$ cat src/rtl/crs_pkg.sv
package crs_pkg;
  localparam int REG_AW = 16;
  localparam int REG_DW = 16;

  localparam logic [REG_AW-1:0] REG_BLK  = 16'hF100;
  localparam logic [REG_AW-1:0] REG_BSEL = 16'hF101;
  localparam logic [REG_AW-1:0] REG_CBLK = 16'hF102;
  localparam logic [REG_AW-1:0] REG_CPG  = 16'hF103;
  localparam logic [REG_AW-1:0] REG_PG   = 16'hF107;
  localparam logic [REG_AW-1:0] REG_BUF  = 16'hF200;
  localparam logic [REG_AW-1:0] REG_CMD  = 16'hF220;
  localparam logic [REG_AW-1:0] REG_STAT = 16'hF240;
  localparam logic [REG_AW-1:0] REG_INT  = 16'hF241;

  localparam logic [REG_DW-1:0] CMD_CACHE = 16'h000E;
  localparam logic [REG_DW-1:0] CMD_FIN   = 16'h000C;

  localparam int ST_ONGO = 15;
  localparam int ST_LOAD = 13;
  localparam int ST_ERR  = 10;

  localparam logic [3:0] BUF_START_SECT = 4'b1000;
  localparam int BUF_START_LSB = 8;
  localparam int SECT_W = 2;

  typedef enum logic [3:0] {
    S_IDLE, S_BSEL, S_BLK, S_CBLK, S_CPG, S_SPG, S_BUF,
    S_CLR, S_CMD, S_POLL, S_WINT, S_RDST, S_HAND, S_NPG
  } seq_state_t;

  typedef enum logic [3:0] {
    F_NONE, F_BSEL, F_BLK, F_CBLK, F_CPG, F_PG, F_BUF,
    F_ICLR, F_CMD_RD, F_CMD_FIN, F_STAT
  } fld_t;
endpackage

$ cat src/rtl/crs_field_pack.sv
module crs_field_pack
  import crs_pkg::*;
#(
  parameter int BLK_W = 12,
  parameter int PG_W  = 6
) (
  input  fld_t               fld,
  input  logic               die,
  input  logic               bufsel,
  input  logic [BLK_W-1:0]   blk,
  input  logic [BLK_W-1:0]   cblk,
  input  logic [PG_W-1:0]    cpage,
  input  logic [PG_W-1:0]    page,
  output logic [REG_AW-1:0]  addr,
  output logic [REG_DW-1:0]  wdata,
  output logic               rd
);
  localparam int PG_LSB = SECT_W;
  localparam int PG_MSB = SECT_W + PG_W - 1;

  always_comb begin
    addr  = '0;
    wdata = '0;
    rd    = 1'b0;
    unique case (fld)
      F_BSEL: begin
        addr = REG_BSEL;
        wdata[REG_DW-1] = bufsel;
      end
      F_BLK: begin
        addr = REG_BLK;
        wdata[BLK_W-1:0] = blk;
        wdata[REG_DW-1]  = die;
      end
      F_CBLK: begin
        addr = REG_CBLK;
        wdata[BLK_W-1:0] = cblk;
      end
      F_CPG: begin
        addr = REG_CPG;
        wdata[PG_MSB:PG_LSB] = cpage;
      end
      F_PG: begin
        addr = REG_PG;
        wdata[PG_MSB:PG_LSB] = page;
      end
      F_BUF: begin
        addr = REG_BUF;
        wdata[BUF_START_LSB+3:BUF_START_LSB] = BUF_START_SECT;
      end
      F_ICLR:    addr = REG_INT;
      F_CMD_RD: begin
        addr  = REG_CMD;
        wdata = CMD_CACHE;
      end
      F_CMD_FIN: begin
        addr  = REG_CMD;
        wdata = CMD_FIN;
      end
      F_STAT: begin
        addr = REG_STAT;
        rd   = 1'b1;
      end
      default: ;
    endcase
  end
endmodule

$ cat src/rtl/crs_bus_master.sv
module crs_bus_master
  import crs_pkg::*;
(
  input  logic              clk,
  input  logic              rst,
  input  logic              req,
  input  logic              req_rd,
  input  logic [REG_AW-1:0] req_addr,
  input  logic [REG_DW-1:0] req_wdata,
  input  logic              bus_ready,
  input  logic [REG_DW-1:0] bus_rdata,
  output logic [REG_AW-1:0] bus_addr,
  output logic [REG_DW-1:0] bus_wdata,
  output logic              bus_we,
  output logic              bus_re,
  output logic              op_done,
  output logic [REG_DW-1:0] op_rdata
);
  always_ff @(posedge clk) begin
    if (rst) begin
      bus_addr  <= '0;
      bus_wdata <= '0;
      bus_we    <= 1'b0;
      bus_re    <= 1'b0;
      op_done   <= 1'b0;
      op_rdata  <= '0;
    end else begin
      op_done <= 1'b0;
      if (bus_we || bus_re) begin
        if (bus_ready) begin
          bus_we  <= 1'b0;
          bus_re  <= 1'b0;
          op_done <= 1'b1;
          if (bus_re) op_rdata <= bus_rdata;
        end
      end else if (req) begin
        bus_addr  <= req_addr;
        bus_wdata <= req_rd ? '0 : req_wdata;
        bus_we    <= !req_rd;
        bus_re    <= req_rd;
      end
    end
  end
endmodule

$ cat src/rtl/crs_page_track.sv
module crs_page_track #(
  parameter int CNT_W = 8,
  parameter int PG_W  = 6
) (
  input  logic             clk,
  input  logic             rst,
  input  logic             load,
  input  logic [CNT_W-1:0] count_in,
  input  logic [PG_W-1:0]  page_in,
  input  logic             step,
  output logic [CNT_W-1:0] idx,
  output logic [PG_W-1:0]  cur_page,
  output logic             is_last
);
  logic [CNT_W-1:0] last_idx;

  always_ff @(posedge clk) begin
    if (rst) begin
      last_idx <= '0;
      idx      <= '0;
      cur_page <= '0;
    end else if (load) begin
      last_idx <= count_in - 1'b1;
      idx      <= '0;
      cur_page <= page_in;
    end else if (step) begin
      idx      <= idx + 1'b1;
      cur_page <= cur_page + 1'b1;
    end
  end

  assign is_last = (idx == last_idx);
endmodule

$ cat src/rtl/cache_read_seq.sv
module cache_read_seq
  import crs_pkg::*;
#(
  parameter int CNT_W = 8,
  parameter int BLK_W = 12,
  parameter int PG_W  = 6
) (
  input  logic              clk,
  input  logic              rst,
  input  logic              start,
  input  logic [CNT_W-1:0]  page_count,
  input  logic [BLK_W-1:0]  blk_addr,
  input  logic [PG_W-1:0]   page_addr,
  input  logic [BLK_W-1:0]  cache_blk,
  input  logic [PG_W-1:0]   cache_page,
  input  logic              die_sel,
  input  logic              buf_sel,
  input  logic              auto_int,
  input  logic              int_in,
  input  logic              consumed,
  output logic [REG_AW-1:0] bus_addr,
  output logic [REG_DW-1:0] bus_wdata,
  output logic              bus_we,
  output logic              bus_re,
  input  logic [REG_DW-1:0] bus_rdata,
  input  logic              bus_ready,
  output logic              data_ready,
  output logic [PG_W-1:0]   ready_page,
  output logic              busy,
  output logic              done,
  output logic              error
);
  seq_state_t state;
  fld_t       fld;
  logic       op_sent, op_req;
  logic       bm_done;
  logic [REG_DW-1:0] bm_rdata;
  logic [REG_AW-1:0] op_addr;
  logic [REG_DW-1:0] op_wdata;
  logic       op_rd;

  logic [BLK_W-1:0] blk_q, cblk_q;
  logic [PG_W-1:0]  cpage_q;
  logic             die_q, buf_q, auto_q;

  logic             pt_load, pt_step, pt_last;
  logic [CNT_W-1:0] pt_idx;
  logic [PG_W-1:0]  pt_page;
  logic             accept;

  assign accept  = (state == S_IDLE) && start && (page_count != '0) && !blk_addr[0];
  assign pt_load = accept;
  assign pt_step = (state == S_HAND) && consumed && !pt_last;

  crs_page_track #(.CNT_W(CNT_W), .PG_W(PG_W)) u_track (
    .clk(clk), .rst(rst), .load(pt_load), .count_in(page_count),
    .page_in(page_addr), .step(pt_step), .idx(pt_idx),
    .cur_page(pt_page), .is_last(pt_last)
  );

  always_comb begin
    fld = F_NONE;
    unique case (state)
      S_BSEL:        fld = F_BSEL;
      S_BLK:         fld = F_BLK;
      S_CBLK:        fld = F_CBLK;
      S_CPG:         fld = F_CPG;
      S_SPG, S_NPG:  fld = F_PG;
      S_BUF:         fld = F_BUF;
      S_CLR:         fld = F_ICLR;
      S_CMD:         fld = pt_last ? F_CMD_FIN : F_CMD_RD;
      S_POLL, S_RDST: fld = F_STAT;
      default:       fld = F_NONE;
    endcase
  end

  assign op_req = (fld != F_NONE) && !op_sent;

  crs_field_pack #(.BLK_W(BLK_W), .PG_W(PG_W)) u_pack (
    .fld(fld), .die(die_q), .bufsel(buf_q), .blk(blk_q), .cblk(cblk_q),
    .cpage(cpage_q), .page(pt_page), .addr(op_addr), .wdata(op_wdata), .rd(op_rd)
  );

  crs_bus_master u_bus (
    .clk(clk), .rst(rst), .req(op_req), .req_rd(op_rd), .req_addr(op_addr),
    .req_wdata(op_wdata), .bus_ready(bus_ready), .bus_rdata(bus_rdata),
    .bus_addr(bus_addr), .bus_wdata(bus_wdata), .bus_we(bus_we), .bus_re(bus_re),
    .op_done(bm_done), .op_rdata(bm_rdata)
  );

  always_ff @(posedge clk) begin
    if (rst) begin
      state      <= S_IDLE;
      op_sent    <= 1'b0;
      busy       <= 1'b0;
      done       <= 1'b0;
      error      <= 1'b0;
      data_ready <= 1'b0;
      ready_page <= '0;
      blk_q      <= '0;
      cblk_q     <= '0;
      cpage_q    <= '0;
      die_q      <= 1'b0;
      buf_q      <= 1'b0;
      auto_q     <= 1'b0;
    end else begin
      done <= 1'b0;
      if (bm_done)     op_sent <= 1'b0;
      else if (op_req) op_sent <= 1'b1;

      unique case (state)
        S_IDLE: begin
          if (start) begin
            if (page_count == '0) begin
              done  <= 1'b1;
              error <= 1'b0;
            end else if (blk_addr[0]) begin
              done  <= 1'b1;
              error <= 1'b1;
            end else begin
              blk_q   <= blk_addr;
              cblk_q  <= cache_blk;
              cpage_q <= cache_page;
              die_q   <= die_sel;
              buf_q   <= buf_sel;
              auto_q  <= auto_int;
              error   <= 1'b0;
              busy    <= 1'b1;
              state   <= S_BSEL;
            end
          end
        end
        S_BSEL: if (bm_done) state <= S_BLK;
        S_BLK:  if (bm_done) state <= S_CBLK;
        S_CBLK: if (bm_done) state <= S_CPG;
        S_CPG:  if (bm_done) state <= S_SPG;
        S_SPG:  if (bm_done) state <= S_BUF;
        S_BUF:  if (bm_done) state <= auto_q ? S_CMD : S_CLR;
        S_NPG:  if (bm_done) state <= auto_q ? S_CMD : S_CLR;
        S_CLR:  if (bm_done) state <= S_CMD;
        S_CMD: begin
          if (bm_done)
            state <= ((pt_idx == '0) && !pt_last) ? S_POLL : S_WINT;
        end
        S_POLL: begin
          if (bm_done && bm_rdata[ST_ONGO] && bm_rdata[ST_LOAD]) begin
            state      <= S_HAND;
            data_ready <= 1'b1;
            ready_page <= pt_page;
          end
        end
        S_WINT: if (int_in) state <= S_RDST;
        S_RDST: begin
          if (bm_done) begin
            if (bm_rdata[ST_ERR]) begin
              state <= S_IDLE;
              busy  <= 1'b0;
              done  <= 1'b1;
              error <= 1'b1;
            end else begin
              state      <= S_HAND;
              data_ready <= 1'b1;
              ready_page <= pt_page;
            end
          end
        end
        S_HAND: begin
          if (consumed) begin
            data_ready <= 1'b0;
            if (pt_last) begin
              state <= S_IDLE;
              busy  <= 1'b0;
              done  <= 1'b1;
            end else begin
              state <= S_NPG;
            end
          end
        end
        default: state <= S_IDLE;
      endcase
    end
  end
endmodule

$ cat config.mk
export PLATFORM = sky130hd
export DESIGN_NAME = cache_read_seq
export DESIGN_NICKNAME = d
export VERILOG_FILES = /design/src/rtl/crs_pkg.sv /design/src/rtl/crs_field_pack.sv /design/src/rtl/crs_bus_master.sv /design/src/rtl/crs_page_track.sv /design/src/rtl/cache_read_seq.sv
export SDC_FILE = /design/constraint.sdc
export NUM_CORES = 1
export LEC_CHECK = 0
export ABC_AREA = 0
export BUFFER_PORTS_ARGS = -buffer_cell sky130_fd_sc_hd__buf_2
export CAP_MARGIN = 30
export CORE_MARGIN = 1
export CORE_UTILIZATION = 49
export CTS_BUF_LIST = sky130_fd_sc_hd__clkbuf_4 sky130_fd_sc_hd__clkbuf_8 sky130_fd_sc_hd__clkbuf_16
export CTS_CLUSTER_SIZE = 10
export DETAILED_ROUTE_END_ITERATION = 12
export PLACE_DENSITY = 0.77
export SYNTH_ARGS = -nofsm -noshare
export SYNTH_HDL_FRONTEND = slang
export SYNTH_SLANG_ARGS = --single-unit
export TNS_END_PERCENT = 5
$ cat constraint.sdc
create_clock -name clk -period 1.6 [get_ports clk]
set_input_delay 0.24 -clock clk [delete_from_list [all_inputs] [get_ports clk]]
set_output_delay 0.24 -clock clk [all_outputs]
set_load 0.01 [all_outputs]
==> flow_summary.ini, run 1 <==
[clock_network]
cts_buffers = 9
clockBufferDepth = 2
clock-root-buffer = clkbuf_8
cts_tree = yes
clkTransAtPathRegs_ns = 0.11
clock_latency_ns = 0.37
clock_sinks = 96
cts_htree_levels = 3
cts_hold_buf = 0

[die]
die_h_um = 101
die_w_um = 101
rows = 35
die_area_sq_mm = 0.0102
core_area_sq_mm = 0.00937
ios = 113
start_util_pct = 51.5

[critical_path]
required_ns = 1.87
cp-end-kind = register
cp_max_fo = 2
crit_type = reg -> reg
critPathArrivalTime_ns = 2.19
critPathLaunchType = register

[layout]
antenna_cells = 0
drive_gt1_share_pct = 39.1
final_common_cell = nand2_1
final_cell_area_sq_mm = 0.00664
final_cell_mix = 95 x nand2_1, 91 x buf_2, 90 x dfxtp_1
syn2layout_area_growth_pct = 37.7
nets = 820

[outcome]
status = finished with violations
failed_checks = negative setup slack

[global_routing]
grt_max_degree = 45
grt_pass1_vias = 4621
grt.total_usage_pct = 27.6
overflow = 0
antenna_found_initial = 0
grt_pass1_wl_mm = 22.1

[power_and_ir_drop]
power_uw = 9300
p_per_area_mw_per_mm2 = 1400
vdd_ir_drop_max_mv = 0.859
p_leak_uw = 0.00271

[synth]
ys_ff_latch = 96
syn_area_per_cell_sq_um = 8.24
synth_area_sq_mm = 0.00482
synth_edf_count = 0
yosysWarnings = 0
synth_cells = 585
synth_flop_cell = dfxtp_1
ys_seq_area_share_pct = 39.9
ys_types = 67
async_reset_ff_share_pct = 0

[sta]
finalCriticalPeriod_ns = 1.93
post-route-period-util_pct = 120
final_hold_viol_count = 0
drv_slew = 0
fin_skew_ns = 0.0116
fmax_ghz = 0.519
worst_slack_ns = -0.326
fin_tns_setup_ns = -8.24
worst_pin_slew_ns = 0.532
setup_viol = 74
grt_setup_unrepaired = yes
slew_headroom_pct = 64.4

[route]
dr.pass1.iters = 6
vias_per_cell = 5.73
wl_met2_mm = 7.61
finalWirelength_mm = 15.1
met3_length_um = 959
wl_per_cell_um = 17.1
drt_drc_violations_left = 0
highest-signal-layer = met4
vias = 5041
ant_nets = 0
dr.first_iter.drc_count = 447
drt-met1-wl_mm = 6.17

[placement]
place_congestion = 0.911
dp_hpwl_mm = 9.93
port_buffers = 91
placed_area_sq_mm = 0.00593

[job]
maxCapViolations = 0

[hold_path]
hp-class = in -> reg
sequential cells by signal, indices dropped and copies added (netlist names), 3 cells and up:
name / flops
u_bus.op_rdata: 3
blk_q: 11
u_track.idx: 8
cblk_q: 12
u_track.last_idx: 8
cpage_q: 6
u_bus.bus_addr: 8
u_bus.bus_wdata: 13
state: 4
u_track.cur_page: 6
ready_page: 6
metrics by stage:
step,instances,util [%],hold slack [ns],setup WS [ns]
final,880,70.9,0.101,-0.326
after global placement,851,63.2,0.441,-0.176
after CTS,871,67.3,0.0893,-0.220
after detailed placement,851,63.2,0.446,-0.211
after global routing,880,70.9,0.0993,-0.416
after floorplan,592,-,0.336,-0.0958
critical path, stage by stage, from the launching register on:
cell      delay [ns]
dfxtp_2         0.35
inv_2           0.07
ha_4            0.11
or4b_4          0.47
nor4_4          0.28
buf_4           0.16
a21o_1          0.09
a31oi_1         0.07
a211oi_1        0.23
layout make-up:
type	count	area, sq um
well taps	129	161
flip-flops and latches	96	1930
clock inverters	7	73.8
multi-input cells	434	2880
fillers	723	2730
repair buffers	197	1440
clock buffers	9	124
inverters	8	30.0
logic make-up (layout without fill, tap and decap cells):
group,after synthesis,in the layout,synth area share (%)
xor+xnor,27,27,4.90
compound gates,155,155,22.2
fa+ha+maj,5,5,1.30
flops,96,96,39.9
other cells,1,8,0.0778
simple gates,229,229,22.4
mux,10,10,2.08
buf+inv,62,221,7.21
repair_timing:
action / in CTS / in global routing
endpoints found under the setup margin: 87 / 90
setup buffers: 2 / 5
pin swaps: 5 / 12
gates cloned: 2 / 4
resized for setup: 29 / 52
metal layers:
layer	up-vias	global-route usage [%]
met5	-	0
met4	0	11.1
met3	33	3.17
met2	237	46.7
met1	2411	36.1
li1	2360	-
final timing paths:
path,end,depth (start not counted),from,slack (ns)
max,state[0],8,u_track.idx[1],-0.33
min,cblk_q[10],3,cache_blk[10],0.10
max reg2reg,state[0],8,u_track.idx[1],-0.33
min reg2reg,u_bus.bus_wdata[15],2,u_bus.bus_wdata[15],0.46
synthesized netlist by cell type (all sizes together) (9+ instances only):
master,number,area [sq um]
a211oi,24,185
a21oi,63,327
buf,39,260
clkbuf,15,57.6
dfxtp,96,1920
mux2i,10,100
nand2,105,402
nand3,16,85.1
nor2,52,198
nor2b,9,56.3
nor3,12,60.1
o21ai,17,85.1
xnor2,21,184
where the power goes:
part	total [uW]	leakage, uW	internal [uW]	switching [uW]
registers	3010	0.000784	2730	275
clock network	1600	0.000101	615	984
logic	4700	0.00183	2250	2450
total	9300	0.00271	5590	3710
No activity file was read; power rests on OpenSTA's default activity.
==> run 2, diff against run 1 <==
PLACE_DENSITY = unset   (was 0.77)
PLACE_DENSITY_LB_ADDON = 0.05   (was unset)
==> run 2 against run 1 <==
  * The flow still finishes with violations (negative setup slack)
  * Combinational power down 3%
  * Final cell count down 0.23%
  * Die area unchanged
  * Clock skew up 0.0019 ns
  * Global-route usage down 1.1 points
  * Utilization up 0.28 points
  * Sequential power about the same
  * Total power down 2.2%
  * Highest routed layer unchanged
  * Non-clock buffer count down 2
==> flow_summary.ini, run 2 (synthesized netlist as in run 1, its figures left out) <==
[outcome]
status = finished with violations
failed_checks = negative setup slack

[clock_network]
clockBufferDepth = 2
cts_buffers = 9
clock_latency_ns = 0.36
clkTransAtPathRegs_ns = 0.11
cts_htree_levels = 3
cts_hold_buf = 0
clock-root-buffer = clkbuf_8
clock_sinks = 96
cts_tree = yes

[critical_path]
cp-end-kind = register
crit_type = reg -> reg
cpPeakStageDelay_ns = 0.41
crit_chain = buf_6 > nor4_4 > nand2_2 > nor2_4 > buf_12 > buf_12 > nor2_1 > a211oi_1
critPathLaunchType = register
cp_num_buf_inv = 3
cp_max_fo = 8
critPathMostFrequentCell = buf_12
cp_slowest_cell = nor4_4
required_ns = 1.87
crit_family = simple AND/OR/NAND/NOR gates
critPathArrivalTime_ns = 2.05

[placement]
port_buffers = 91
dp_hpwl_mm = 9.66
placed_area_sq_mm = 0.00596
place_congestion = 0.876

[die]
die_area_sq_mm = 0.0102
start_util_pct = 51.5
die_w_um = 101
rows = 35
ios = 113
die_h_um = 101
core_area_sq_mm = 0.00937

[layout]
syn2layout_area_growth_pct = 38.2
antenna_cells = 0
largestRegisters = u_bus.bus_wdata x13, cblk_q x12, blk_q x11
drive_gt1_share_pct = 40.1
final_common_cell = nand2_1
largest_register_ffs = 13
fillerInstances = 800
final_cell_mix = 101 x nand2_1, 91 x buf_2, 88 x dfxtp_1
nets = 818
final_cell_area_sq_mm = 0.00667
regMostFlops = u_bus.bus_wdata

[job]
maxCapViolations = 0

[sta]
worst_pin_slew_ns = 0.509
post-route-period-util_pct = 111
final_hold_viol_count = 0
worst_slack_ns = -0.183
drv_slew = 0
fmax_ghz = 0.561
slew_headroom_pct = 65.9
fin_skew_ns = 0.0135
grt_setup_unrepaired = yes
finalCriticalPeriod_ns = 1.78
fin_hold_ws_ns = 0.101
setup_viol = 80

[route]
vias = 4750
dr.first_iter.drc_count = 198
wl_per_cell_um = 15.2
dr.pass1.iters = 5
drt_drc_violations_left = 0
ant_nets = 0
finalWirelength_mm = 13.3
vias_per_cell = 5.41

[global_routing]
antenna_found_initial = 0
grt.total_usage_pct = 26.5
grt_max_degree = 51
grt_pass1_wl_mm = 21.1
grt_pass1_vias = 4368
overflow = 0

[power_and_ir_drop]
vdd_ir_drop_max_mv = 0.865
p_leak_uw = 0.00266
power_uw = 9100
p_per_area_mw_per_mm2 = 1370

[hold_path]
hp-class = in -> reg
-- run 2: final timing paths --
kind,slack [ns],cells after the start,start,endpoint
setup reg to reg,-0.18,8,state[1],u_track.last_idx[3]
hold / removal,0.10,3,die_sel,die_q
hold reg to reg,0.46,2,blk_q[4],blk_q[4]
setup / recovery,-0.18,8,state[1],u_track.last_idx[3]
-- run 2: worst min-delay path, cell delays in order --
cell,delay [ns]
buf_2,0.09
nand2_1,0.05
a21oi_1,0.05
-- run 2: layout make-up --
type	count	area, sq um	area share (%)
Clock buffer	9	124	1.86
Sequential cell	96	1940	29.1
Inverter	8	30.0	0.450
Tap cell	129	161	2.42
Clock inverter	7	62.6	0.938
Timing Repair Buffer	195	1410	21.1
Multi-Input combinational cell	434	2940	44.1
-- run 2: power by group --
group	total, uW	switching (uW)	internal (uW)
Combinational	4580	2350	2230
Clock	1520	928	595
Sequential	3000	258	2740
-- run 2: routing by layer --
metal,vias up,GRT usage (%),routed length [um]
met4,0,8.47,227
met5,-,0,0
met2,118,43.3,6320
met1,2253,35.5,6150
met3,17,4.90,605
li1,2362,-,-
-- run 2: stage by stage --
stage / util (%) / setup slack [ns] / TNS, ns / instances
detailed placement: 63.6 / -0.227 / -8.65 / 852
global route: 71.1 / -0.278 / -15.38 / 878
finish: 71.1 / -0.183 / -8.33 / 878
floorplan: - / -0.0958 / -2.51 / 592
CTS: 67.3 / -0.159 / -3.54 / 868
global placement: 63.6 / -0.204 / -7.71 / 852
-- run 2: repair_timing --
| action | 4_1_cts | 5_1_grt |
|---|---|---|
| cloned | 0 | 2 |
| endpoints found under the setup margin | 85 | 82 |
| pin swaps | 15 | 20 |
| gates resized for setup | 41 | 56 |
| setup buffers | 0 | 8 |
